**src/rtl/pswallow_pkg.sv**
```systemverilog
package pswallow_pkg;

   // Counter width needed to hold (largest modulus + 1) - 1
   function automatic int unsigned pre_cnt_width(input int unsigned log2_min,
                                                 input int unsigned sel_w);
      return log2_min + (1 << sel_w);
   endfunction

   // Reload value of the prescaler counter for a given select and modulus choice
   function automatic int unsigned pre_reload(input int unsigned log2_min,
                                              input int unsigned sel,
                                              input bit          plus_one);
      return (1 << (log2_min + sel)) - 1 + (plus_one ? 1 : 0);
   endfunction

endpackage

```
**src/rtl/pswallow_cfg_latch.sv**
```systemverilog
module pswallow_cfg_latch #(
   parameter int unsigned A_W   = 5,
   parameter int unsigned B_W   = 13,
   parameter int unsigned S_W   = 2,
   parameter int unsigned RST_A = 0,
   parameter int unsigned RST_B = 1,
   parameter int unsigned RST_S = 0
) (
   input  logic           clk,
   input  logic           rst_n,
   input  logic           load,
   input  logic [A_W-1:0] a_in,
   input  logic [B_W-1:0] b_in,
   input  logic [S_W-1:0] s_in,
   output logic [A_W-1:0] pend_a,
   output logic [B_W-1:0] pend_b,
   output logic [S_W-1:0] pend_s,
   output logic           invalid
);

   logic [B_W-1:0] a_wide;
   logic [B_W-1:0] b_fix;
   logic           b_zero;
   logic           a_over;
   logic [A_W-1:0] a_fix;

   initial begin
      assert (A_W <= B_W) else $error("swallow counter wider than main counter");
      assert (RST_B >= 1 && RST_A <= RST_B) else $error("reset setting is not legal");
   end

   always_comb begin
      a_wide = B_W'(a_in);
      b_zero = (b_in == '0);
      b_fix  = b_zero ? B_W'(1) : b_in;
      a_over = (a_wide > b_fix);
      a_fix  = a_over ? b_fix[A_W-1:0] : a_in;
   end

   always_ff @(posedge clk) begin
      if (!rst_n) begin
         pend_a  <= A_W'(RST_A);
         pend_b  <= B_W'(RST_B);
         pend_s  <= S_W'(RST_S);
         invalid <= 1'b0;
      end else if (load) begin
         pend_a  <= a_fix;
         pend_b  <= b_fix;
         pend_s  <= s_in;
         invalid <= b_zero || (a_wide > b_in);
      end
   end

   // a load with A above B raises the flag and leaves A no larger than B
   a_r6_flag_over: assert property (@(posedge clk) disable iff (!rst_n)
      load && (B_W'(a_in) > b_in) |=> invalid && (B_W'(pend_a) == pend_b));

   // a zero B is stored as one and flagged
   a_r7_zero_b: assert property (@(posedge clk) disable iff (!rst_n)
      load && (b_in == '0) |=> invalid && (pend_b == B_W'(1)));

   // a legal load clears the flag
   a_r8_clear: assert property (@(posedge clk) disable iff (!rst_n)
      load && (b_in != '0) && (B_W'(a_in) <= b_in) |=> !invalid);

endmodule

```
**src/rtl/pswallow_prescaler.sv**
```systemverilog
module pswallow_prescaler #(
   parameter int unsigned S_W      = 2,
   parameter int unsigned LOG2_MIN = 3,
   parameter int unsigned RST_CNT  = 7,
   localparam int unsigned C_W     = pswallow_pkg::pre_cnt_width(LOG2_MIN, S_W)
) (
   input  logic           clk,
   input  logic           rst_n,
   input  logic [S_W-1:0] nxt_sel,
   input  logic           nxt_plus1,
   output logic           tc
);

   logic [C_W-1:0] cnt;
   logic [C_W-1:0] base;
   logic [C_W-1:0] reload;

   initial begin
      assert (LOG2_MIN >= 2) else $error("smallest modulus must be at least 4");
      assert (RST_CNT < (1 << C_W)) else $error("reset count does not fit");
   end

   generate
      if (S_W == 0) begin : g_fixed
         assign base = C_W'(1) << LOG2_MIN;
      end else begin : g_select
         assign base = C_W'(1) << (C_W'(LOG2_MIN) + C_W'(nxt_sel));
      end
   endgenerate

   assign reload = base - C_W'(1) + C_W'(nxt_plus1);
   assign tc     = (cnt == '0);

   always_ff @(posedge clk) begin
      if (!rst_n)  cnt <= C_W'(RST_CNT);
      else if (tc) cnt <= reload;
      else         cnt <= cnt - C_W'(1);
   end

   // every prescaler cycle lasts at least the smallest modulus
   a_r4_reload_min: assert property (@(posedge clk) disable iff (!rst_n)
      tc |=> (cnt >= C_W'((1 << LOG2_MIN) - 1)));

endmodule

```
**src/rtl/pswallow_swallow.sv**
```systemverilog
module pswallow_swallow #(
   parameter int unsigned A_W   = 5,
   parameter int unsigned B_W   = 13,
   parameter int unsigned S_W   = 2,
   parameter int unsigned RST_A = 0,
   parameter int unsigned RST_B = 1,
   parameter int unsigned RST_S = 0
) (
   input  logic           clk,
   input  logic           rst_n,
   input  logic           pre_tc,
   input  logic [A_W-1:0] pend_a,
   input  logic [B_W-1:0] pend_b,
   input  logic [S_W-1:0] pend_s,
   output logic           mod_ctrl,
   output logic           period_end,
   output logic           nxt_plus1,
   output logic [S_W-1:0] nxt_sel
);

   logic [A_W-1:0] a_rem;
   logic [B_W-1:0] b_rem;
   logic [S_W-1:0] act_s;
   logic [A_W-1:0] a_after;

   assign period_end = pre_tc && (b_rem == B_W'(1));
   assign mod_ctrl   = (a_rem != '0);

   always_comb begin
      if (period_end)      a_after = pend_a;
      else if (a_rem != '0) a_after = a_rem - A_W'(1);
      else                 a_after = '0;
      nxt_plus1 = (a_after != '0);
      nxt_sel   = period_end ? pend_s : act_s;
   end

   always_ff @(posedge clk) begin
      if (!rst_n) begin
         a_rem <= A_W'(RST_A);
         b_rem <= B_W'(RST_B);
         act_s <= S_W'(RST_S);
      end else if (pre_tc) begin
         a_rem <= a_after;
         b_rem <= period_end ? pend_b : (b_rem - B_W'(1));
         if (period_end) act_s <= pend_s;
      end
   end

   // the main counter never runs dry inside a period
   a_r2_b_live: assert property (@(posedge clk) disable iff (!rst_n)
      b_rem != '0);

   // swallow cycles left never exceed prescaler cycles left
   a_r6_a_le_b: assert property (@(posedge clk) disable iff (!rst_n)
      B_W'(a_rem) <= b_rem);

   // the active prescaler select moves only at a period boundary
   a_r5_sel_hold: assert property (@(posedge clk) disable iff (!rst_n)
      !period_end |=> $stable(act_s));

endmodule

```
**src/rtl/pswallow_div.sv**
```systemverilog
module pswallow_div #(
   parameter int unsigned A_W      = 5,
   parameter int unsigned B_W      = 13,
   parameter int unsigned S_W      = 2,
   parameter int unsigned LOG2_MIN = 3,
   parameter int unsigned RST_A    = 0,
   parameter int unsigned RST_B    = 1,
   parameter int unsigned RST_S    = 0
) (
   input  logic           clk,
   input  logic           rst_n,
   input  logic           cfg_load,
   input  logic [A_W-1:0] cfg_a,
   input  logic [B_W-1:0] cfg_b,
   input  logic [S_W-1:0] cfg_psel,
   output logic           div_pulse,
   output logic           mod_ctrl,
   output logic           cfg_invalid
);

   localparam int unsigned RST_CNT =
      pswallow_pkg::pre_reload(LOG2_MIN, RST_S, RST_A != 0);

   logic [A_W-1:0] pend_a;
   logic [B_W-1:0] pend_b;
   logic [S_W-1:0] pend_s;
   logic           pre_tc;
   logic           period_end;
   logic           nxt_plus1;
   logic [S_W-1:0] nxt_sel;

   pswallow_cfg_latch #(
      .A_W(A_W), .B_W(B_W), .S_W(S_W),
      .RST_A(RST_A), .RST_B(RST_B), .RST_S(RST_S)
   ) u_cfg (
      .clk(clk), .rst_n(rst_n), .load(cfg_load),
      .a_in(cfg_a), .b_in(cfg_b), .s_in(cfg_psel),
      .pend_a(pend_a), .pend_b(pend_b), .pend_s(pend_s),
      .invalid(cfg_invalid)
   );

   pswallow_prescaler #(
      .S_W(S_W), .LOG2_MIN(LOG2_MIN), .RST_CNT(RST_CNT)
   ) u_pre (
      .clk(clk), .rst_n(rst_n),
      .nxt_sel(nxt_sel), .nxt_plus1(nxt_plus1),
      .tc(pre_tc)
   );

   pswallow_swallow #(
      .A_W(A_W), .B_W(B_W), .S_W(S_W),
      .RST_A(RST_A), .RST_B(RST_B), .RST_S(RST_S)
   ) u_swl (
      .clk(clk), .rst_n(rst_n), .pre_tc(pre_tc),
      .pend_a(pend_a), .pend_b(pend_b), .pend_s(pend_s),
      .mod_ctrl(mod_ctrl), .period_end(period_end),
      .nxt_plus1(nxt_plus1), .nxt_sel(nxt_sel)
   );

   assign div_pulse = period_end;

   // the output pulse is one cycle wide
   a_r2_pulse_single: assert property (@(posedge clk) disable iff (!rst_n)
      div_pulse |=> !div_pulse);

   // the P+1 phase can only begin right after a period boundary
   a_r3_mod_start: assert property (@(posedge clk) disable iff (!rst_n)
      $rose(mod_ctrl) |-> $past(div_pulse));

   // outputs are quiet while reset is held
   a_r1_reset_quiet: assert property (@(posedge clk)
      !rst_n |=> (!rst_n) -> (!div_pulse && !cfg_invalid));

endmodule

```
**config.mk**
```make
export PLATFORM = sky130hd
export DESIGN_NAME = pswallow_div
export DESIGN_NICKNAME = d
export VERILOG_FILES = /design/src/rtl/pswallow_pkg.sv /design/src/rtl/pswallow_cfg_latch.sv /design/src/rtl/pswallow_prescaler.sv /design/src/rtl/pswallow_swallow.sv /design/src/rtl/pswallow_div.sv
export SDC_FILE = /design/constraint.sdc
export NUM_CORES = 1
export LEC_CHECK = 0
export ABC_AREA = 1
export BUFFER_PORTS_ARGS = -buffer_cell sky130_fd_sc_hd__buf_2
export CORE_MARGIN = 1.5
export CORE_UTILIZATION = 51
export CTS_BUF_LIST = sky130_fd_sc_hd__clkbuf_8
export CTS_CLUSTER_DIAMETER = 30
export DETAILED_ROUTE_END_ITERATION = 7
export PLACE_DENSITY_LB_ADDON = 0.12
export SYNTH_ARGS = -nofsm -noshare
export SYNTH_HDL_FRONTEND = slang
export SYNTH_SLANG_ARGS = --single-unit
```
**constraint.sdc**
```tcl
create_clock -name clk -period 2.2 [get_ports clk]
set_input_delay 0.22 -clock clk [delete_from_list [all_inputs] [get_ports clk]]
set_output_delay 0.22 -clock clk [all_outputs]
set_load 0.03 [all_outputs]
```
==> reports/results.txt, run 1 <==
The slew at the pin with the worst max-slew slack was 0.5217 ns. Setup repair after global routing could not meet its margin everywhere. The pre-CTS worst setup slack was 0.001499 ns. The reported leakage power is 1.575 nW. Largest family of logic cells by synthesized area: simple AND/OR/NAND/NOR gates. In the synthesized netlist the async set-or-reset flop fraction comes to 0%. In this run the critical register-to-register path is captured at u_pre.cnt[4].

Row generation in the floorplan step produced 26 rows. The worst hold path terminates at u_cfg.pend_b[8]. The die covers 5924 um^2.

The leading cell type by number of instances after synthesis was nand2_1. Across all hold checks on the routed design, the worst slack comes to 0.1598 ns. Floorplan core area: 5205 um^2. The critical path endpoint category is a flop.

For the total chip power, the log shows 1.816 mW. After synthesis the netlist holds a flip-flop and latch count of 48. STA classifies the critical path startpoint as a flop. The clock-pin slew of the registers on the worst-case setup and hold paths is 0.10 ns, and the per-instance average area after synthesis is 6.855 um^2. The synthesized netlist devotes 20.54% of its cell area to compound gates. The count of flip-flops with a built-in enable after synthesis was 0. Of the post-synthesis cell area, the part taken by muxes is 0%. The detailed router finished its first iteration with 110 violations. The number of buffers on the longest clock path is 2. The repair_antennas step left the layout with diodes totalling 0.

For the final routed database, the setup TNS stands at 0 ns. The tools report the fmax as 0.4713 GHz. Setup slack closes at 0.07817 ns. The run gives 2568 as the number of global-route vias before repair.

For this run, the leading register cell type out of synthesis is dfxtp_1. The area growth from synthesis to layout was 17.44%. Summing all placed instances gives a cell area of 3019 um^2. The final layout contains routed wiring with a total length of 6517 um. Entering global routing, the biggest net connects 29 pins. Worst relative slew slack: 65.17%. Pin placement for this block handled 26 I/O pins. TritonCTS built the clock tree.

The number of antenna violations at the first check in global routing was 0; the cell depth of the worst hold path was 3. Of the total synthesized cell area, the portion taken by AND, OR, NAND and NOR gates is 25.25%. The run gives 380.4 uV as the maximum vdd ir drop. The pre-antenna-repair detailed-routing pass consisted of 4 iterations.

The setup path with the least slack is of type reg2reg. Total count of hold-check failures in the final report: 0. The H-tree depth is 2. The average vias per placed instance is 5.270.

The tools report the number of buffers added to fix hold violations after cts as 0. After technology mapping, the gate count stands at 407. The run gives 2790 um^2 as the cell area after synthesis. The worst setup skew after layout was 0.008096 ns; the residual DRC count was 0.

After layout, the worst path uses 96.45% of the clock period. The initial utilization of the core area, before any placement, comes to 53.61%. The run finished with clean final reports. After Yosys synthesis, XOR and XNOR cells account for 1.256% of the synthesized area. The final non-filler cell area was 3277 um^2. The run gives 23.10% as the aggregate global-route resource usage. The logs give 511 for the count of placed standard cells in the final layout, fillers left out and 2.33 ns for the critical path data arrival time.

The floorplan step set the die width to 76.97 um. CTS saw 48 sinks. For this design the ratio of total power to cell area is 554.1 nW/um^2. The count of buffers from port buffering is 25, and the share of synthesized area occupied by flip-flops and latches is 34.44%. The hold path startpoint was cfg_b[8]. The type of the tightest min-delay check is in2reg.

For the number of instances in the placed design, the log shows 499. The first global-routing pass estimated 11120 um of wire. The final layout contains 479 nets. Synthesis instantiated 34 different standard cells from the library.

The startpoint of the most critical register-to-register path was u_pre.cnt[1]. Clock latency on the worst-skew pair, taken at its later pin, is 0.31 ns. The routed design could run at a clock period as short as 2.122 ns.

The height of the die was 76.97 um. The count of cells along the worst register-to-register path is 15. Sorting the synthesized cells by area gives the leading types as dfxtp_1 34%, nand2_1 10%, inv_1 8.2%, a21oi_1 8.1%, o21ai_0 7.7%. The maximum fanout encountered on the critical timing path was 6.

Detailed routing inserted a total of 2693 vias. After Yosys synthesis, full adders, half adders and majority gates account for 7.175% of the synthesized area. The reported max-cap violation count is 0, and the routed wirelength normalized by instance count is 12.75 um. In this run the register-to-register setup slack is 0.08 ns. STA puts the critical path data required time at 2.41 ns. By count the netlist is led by 75 x nand2_1, 61 x inv_1, 48 x dfxtp_1, 45 x a21oi_1, 43 x o21ai_0. The final count of pins violating max slew was 0; the proportion of layout cells with a drive suffix above 1 was 20.18%.

Setup violations remaining at the end of the flow were counted as 0. Root buffer cell: clkbuf_8. For this run, the number of Yosys warnings is 0. The share of the synthesized area in the top cell type came out at 34.44%. The utilization of the core after routing is 62.96%. Clock tree synthesis inserted a total of 5 buffers. The count of nets left with antenna violations once routing finished came out at 0.

Sum of overflow across all layers after global routing: 0. For the placer congestion estimate, the log shows 0.8363. The half-perimeter wire length after placement was 4672 um.

dfxtp_1 takes more of the synthesized area than any other cell.
cells by family after synthesis:
group | Yosys count
AO/OA/AOI/OAI | 105
XOR/XNOR | 4
buffers and inverters | 78
other | 1
adder cells (fa/ha/maj) | 16
flip-flops | 48
AND/OR/NAND/NOR | 155
repair_timing:
item / in CTS / in global routing
pin swaps: 2 / 15
resized for setup: 5 / 31
setup endpoints to repair: 2 / 6
cloned: 0 / 0
setup buffers: 1 / 3
power breakdown:
part | internal (mW) | total, mW | switching, mW
registers | 0.901 | 0.918 | 0.0167
logic | 0.0953 | 0.237 | 0.142
clock network | 0.343 | 0.661 | 0.318
total | 1.34 | 1.82 | 0.477
registers in the layout, summed over array words and instances, names as in the netlist:
| name | count |
|---|---|
| u_cfg.invalid | 1 |
| u_cfg.pend_a | 5 |
| u_cfg.pend_b | 13 |
| u_cfg.pend_s | 2 |
| u_pre.cnt | 7 |
| u_swl.a_rem | 5 |
| u_swl.act_s | 2 |
| u_swl.b_rem | 13 |
layout make-up:
cell class                 instances  area [um^2]
timing repair buffer              40        241.5
clock buffer                       5        68.82
tap                               70        87.58
sequential                        48        968.4
fill                             498         1928
multi-input combinational        282         1620
inverter                          63        244.0
clock inverter                     3        46.29
critical path, stage by stage (launching register included):
cell and delay, ns:
dfxtp_2 0.33, inv_2 0.07, ha_4 0.15, nand2_4 0.06, nor2_4 0.12, nand3_4 0.14, o211ai_1 0.12, o21ai_1 0.11
nor2_1 0.11, nand2_1 0.06, nor2_1 0.11, ha_2 0.23, ha_4 0.15, inv_4 0.04, a21oi_1 0.15, nor2_1 0.05
cell usage in the layout (no fill, tap or decap), types with 2 or more instances in the layout:
cell type / n
a21oi_1: 45
buf_2: 25
buf_4: 14
clkbuf_8: 5
conb_1: 2
dfxtp_1: 42
dfxtp_2: 6
ha_1: 12
ha_4: 3
inv_1: 57
inv_2: 4
nand2_1: 70
nand2_2: 7
nand2_4: 2
nand3_1: 18
nand3_2: 3
nand3_4: 2
nand4_1: 4
nor2_1: 31
nor2_2: 4
nor2_4: 4
nor3_1: 7
o211ai_1: 6
o21ai_0: 41
o21ai_1: 2
o21bai_1: 2
o221ai_1: 3
o31ai_1: 2
xnor2_1: 4
routing by layer:
metal | routed length, um | track usage [%] | up-vias
met5 | 0 | 0 | -
met4 | 123 | 8.519 | 0
met3 | 254 | 3.571 | 12
met2 | 3024 | 39.73 | 54
met1 | 3113 | 29.00 | 1224
li1 | - | - | 1403
worst max path at each step:
stage                               from      endpoint  slack, ns  cells past startpoint
after global placement      u_pre.cnt[0]  u_pre.cnt[4]       0.09                     16
final                       u_pre.cnt[1]  u_pre.cnt[4]       0.08                     15
after detailed placement    u_pre.cnt[0]  u_pre.cnt[4]      0.001                     16
after global routing        u_pre.cnt[1]  u_pre.cnt[4]      -0.04                     16
after floorplan           u_swl.a_rem[0]  u_pre.cnt[4]       0.03                     15
after CTS                   u_pre.cnt[0]  u_pre.cnt[4]      0.005                     16
No activity file was read; power rests on OpenSTA's default activity.
==> run 2, diff against run 1 <==
--- a/config.mk
+++ b/config.mk
@@ -8,11 +8,12 @@
 export ABC_AREA = 1
 export BUFFER_PORTS_ARGS = -buffer_cell sky130_fd_sc_hd__buf_2
 export CORE_MARGIN = 1.5
-export CORE_UTILIZATION = 51
-export CTS_BUF_LIST = sky130_fd_sc_hd__clkbuf_8
+export CORE_UTILIZATION = 35
+export CTS_BUF_LIST = sky130_fd_sc_hd__clkbuf_16
 export CTS_CLUSTER_DIAMETER = 30
 export DETAILED_ROUTE_END_ITERATION = 7
 export PLACE_DENSITY_LB_ADDON = 0.12
 export SYNTH_ARGS = -nofsm -noshare
 export SYNTH_HDL_FRONTEND = slang
+export SYNTH_HIERARCHICAL = 1
 export SYNTH_SLANG_ARGS = --single-unit
==> reports/results.txt, run 2 <==
The height of the die is 99.09 um. Of all nets on the critical path, the largest fanout is 3. The layout has 925 filler cells.

The number of global-route vias before repair is 2921, and the number of design-rule violations left by the first detailed-router iteration is 106. Across all setup checks in the final design, the least slack found is 0.03927 ns. TritonCTS built the clock tree.

The wire-length estimate of the detail-placed layout is 6101 um. Data on the critical path is required at its endpoint by 2.44 ns. For this run, design rule violations remaining after detail routing come to 0. The tools report the reported max-cap violation count as 0. The worst hold path was traced through 3 stages.

In the final routed layout, each cell accounts on average for 12.08 um. The total power per unit cell area came out at 537.4 nW/um^2. In this run the critical register-to-register path is captured at u_pre/cnt[6]. The tools report the total count of hold-check failures in the final report as 0. The most common cell after layout, fill and taps aside is nand2_1. The type of the tightest min-delay check was in2reg.

The first global-routing pass estimated 13570 um of wire. After floorplanning, the core was sized to cover 8848 um^2. STA classifies the critical path startpoint as a flop. The site row count is 34. The number of cells on the worst reg-to-reg path is 19. Summing all flip-flop and latch instances after layout gives 964.7 um^2.

After synthesis the netlist holds a flip-flop and latch count of 48. The cell type with the highest aggregate area in the netlist is dfxtp_1. The analysis attributes to cell leakage a power of 1.899 nW. For the number of iterations in the first detailed-routing pass, the log shows 4. The tools report the hold path startpoint as cfg_psel[0].

Summing internal, switching and leakage power gives 2.118 mW. The run gives 0 as the final count of pins violating max slew. The number of nets with antenna violations after routing came out at 0. The number of clock buffers added by TritonCTS is 5. Wires add up to 7914 um. For the final database, setup skew stands at 0.007656 ns. The count of flip-flops with a built-in enable after synthesis was 0; the utilization of the core after routing was 44.54%.

Yosys mapped the design onto 36 distinct sky130hd cell types. Summing all multi-input logic gate instances after layout gives 1968 um^2. STA puts the critical path data arrival time at 2.40 ns.

After routing the design area is 3941 um^2. Each instance of the synthesized netlist takes up on average 6.555 um^2. Setup repair after global routing could not meet its margin everywhere. At the end of routability-driven placement, the weighted congestion stood at 0.8639.

The number of buffers on the longest clock path is 2. Share of the clock period used by the worst path after layout: 98.22%. The maximum vdd ir drop is 350.4 uV. The path with the worst hold slack has its endpoint at u_cfg/pend_s[0].

Entering global routing, the biggest net connects 27 pins. The routed layout has 3091 vias. The area growth from synthesis to layout works out to 21.95%. The smallest clock period supported by the final layout is computed as 2.161 ns. The floorplan step defined a die boundary enclosing 9819 um^2. The most used flip-flop cell after synthesis is dfxtp_1.

The share of the synthesized area in the top cell type came out at 29.73%. STA classifies the critical path endpoint as a flop. In this run the register-to-register setup slack is 0.04 ns. The tools report the initial cell density of the core as 36.52%. The die width is 99.09 um, and the sum of overflow across all layers after global routing is 0.

The final layout contains 586 nets. For this run, the number of Yosys warnings is 6. The run gives 0 as the number of antenna violations at the first check in global routing. The repair_antennas step left the layout with diodes totalling 0. The fmax is 0.4628 GHz, and the number of endpoints failing setup at the final stage is 0. The slew at the pin with the worst max-slew slack works out to 0.7600 ns. In the post-synthesis netlist, the biggest area contributors are dfxtp_1 30%, nand2_1 12%, inv_1 8.9%, nor2_1 6.7%, ha_1 6.6%. By count the netlist is led by 106 x nand2_1, 77 x inv_1, 58 x nor2_1, 48 x dfxtp_1, 42 x nand3_1.

The root buffer cell was clkbuf_16. The leading cell type by number of instances after synthesis was nand2_1. Clock-pin slew was measured on the worst setup and hold paths at 0.07 ns. The run finished with clean final reports. The top cell types in the final layout, fill and taps aside, are 97 x nand2_1, 72 x inv_1, 56 x nor2_1. The run gives 48 as the total number of clock tree sinks. The share of flip-flops with an asynchronous set or reset after synthesis was 0%; the clock latency at the later pin of the worst-skew pair was 0.29 ns. The aggregate global-route resource usage was 16.90%. The largest registers in the layout are u_cfg/pend_b: 13 flops, u_swl/b_rem: 13 flops, u_pre/cnt: 7 flops.

Summing every instance area after synthesis gives 3232 um^2. After detailed routing, the number of vias per cell comes to 4.719. The tools report the number of buffers added to fix hold violations after cts as 0. In the final layout, the share of cells above drive strength 1 is 23.03%.

The count of buffers from port buffering was 25; the instance area at placement was 3626 um^2. The startpoint of the most critical register-to-register path was u_pre/cnt[0]. In this run the tightest slew margin relative to its limit is 49.27%.

For this design the top-level I/O count stands at 26. The share of synthesized area occupied by flip-flops and latches was 29.73%; the number of instances in the placed design was 638. By startpoint and endpoint, the worst setup path is classified as reg2reg. The run gives 493 as the post-synthesis cell count. At the placement stage, the worst setup path has a slack of -0.07312 ns. The tools report the H-tree depth as 2. Count of placed standard cells in the final layout, fillers left out: 655.
[run 2: worst max-delay path by stage]
stage	from	end	cells past startpoint
2_1_floorplan	u_pre/cnt[2]	u_pre/cnt[5]	15
3_3_place_gp	u_pre/cnt[1]	u_pre/cnt[4]	19
3_5_place_dp	u_pre/cnt[1]	u_pre/cnt[4]	19
4_1_cts	u_pre/cnt[1]	u_pre/cnt[6]	19
5_1_grt	u_pre/cnt[0]	u_pre/cnt[4]	19
6_report	u_pre/cnt[0]	u_pre/cnt[6]	19
[run 2: kinds of logic (layout without fill, tap and decap cells)]
logic type               after synthesis  after routing  synth area share [%]
buffers and inverters                 96            149                 12.47
AO/OA/AOI/OAI                         80             80                 12.81
AND/OR/NAND/NOR                      247            247                 37.21
other                                  1              2                0.1160
XOR/XNOR                               4              4                 1.084
adder cells (fa/ha/maj)               17             17                 6.581
flip-flops                            48             48                 29.73
[run 2: report_power, final]
group	total (mW)	internal [mW]	leakage [nW]	switching [mW]
Combinational	0.321	0.135	1.43	0.185
Clock	0.877	0.540	0.0804	0.337
Sequential	0.920	0.902	0.392	0.0183
[run 2: final cells by class]
| type | count | area share, % |
|---|---|---|
| clock buffers | 5 | 3.175 |
| clock inverters | 3 | 1.175 |
| inverters | 81 | 7.778 |
| multi-input cells | 350 | 49.94 |
| flip-flops and latches | 48 | 24.48 |
| well taps | 108 | 3.429 |
| repair buffers | 60 | 10.03 |
[run 2: what timing repair did]
action / CTS / global route
endpoints found under the setup margin: 3 / 7
pin swaps: 6 / 5
setup buffers: 5 / 5
gates resized for setup: 3 / 23
gates cloned: 0 / 0
[run 2: metrics by stage]
step	hold slack [ns]	TNS (ns)
after floorplan	0.3176	0
after global placement	0.4461	-0.01608
after detailed placement	0.4597	-0.1030
after CTS	0.1589	0
after global routing	0.1909	-0.2914
final	0.1638	0
[run 2: critical path: stages, from the launching register on]
cell	delay, ns
dfxtp_2	0.32
inv_2	0.07
ha_4	0.15
nand2_4	0.07
nor2_8	0.10
nand3_4	0.08
nor2_4	0.15
buf_6	0.12
nand3_2	0.08
nand2_2	0.10
nor2_2	0.05
nand3_2	0.08
inv_2	0.05
ha_4	0.16
ha_4	0.16
nor2_1	0.13
nand2_2	0.06
nand3_1	0.08
nand2_1	0.06
inv_1	0.05
[run 2: per-layer routing]
layer | routed length, um | GRT usage (%) | up-vias
li1 | - | - | 1667
met1 | 3791 | 22.09 | 1372
met2 | 3820 | 29.44 | 46
met3 | 228 | 2.108 | 6
met4 | 74 | 4.767 | 0
met5 | 0 | 0 | -
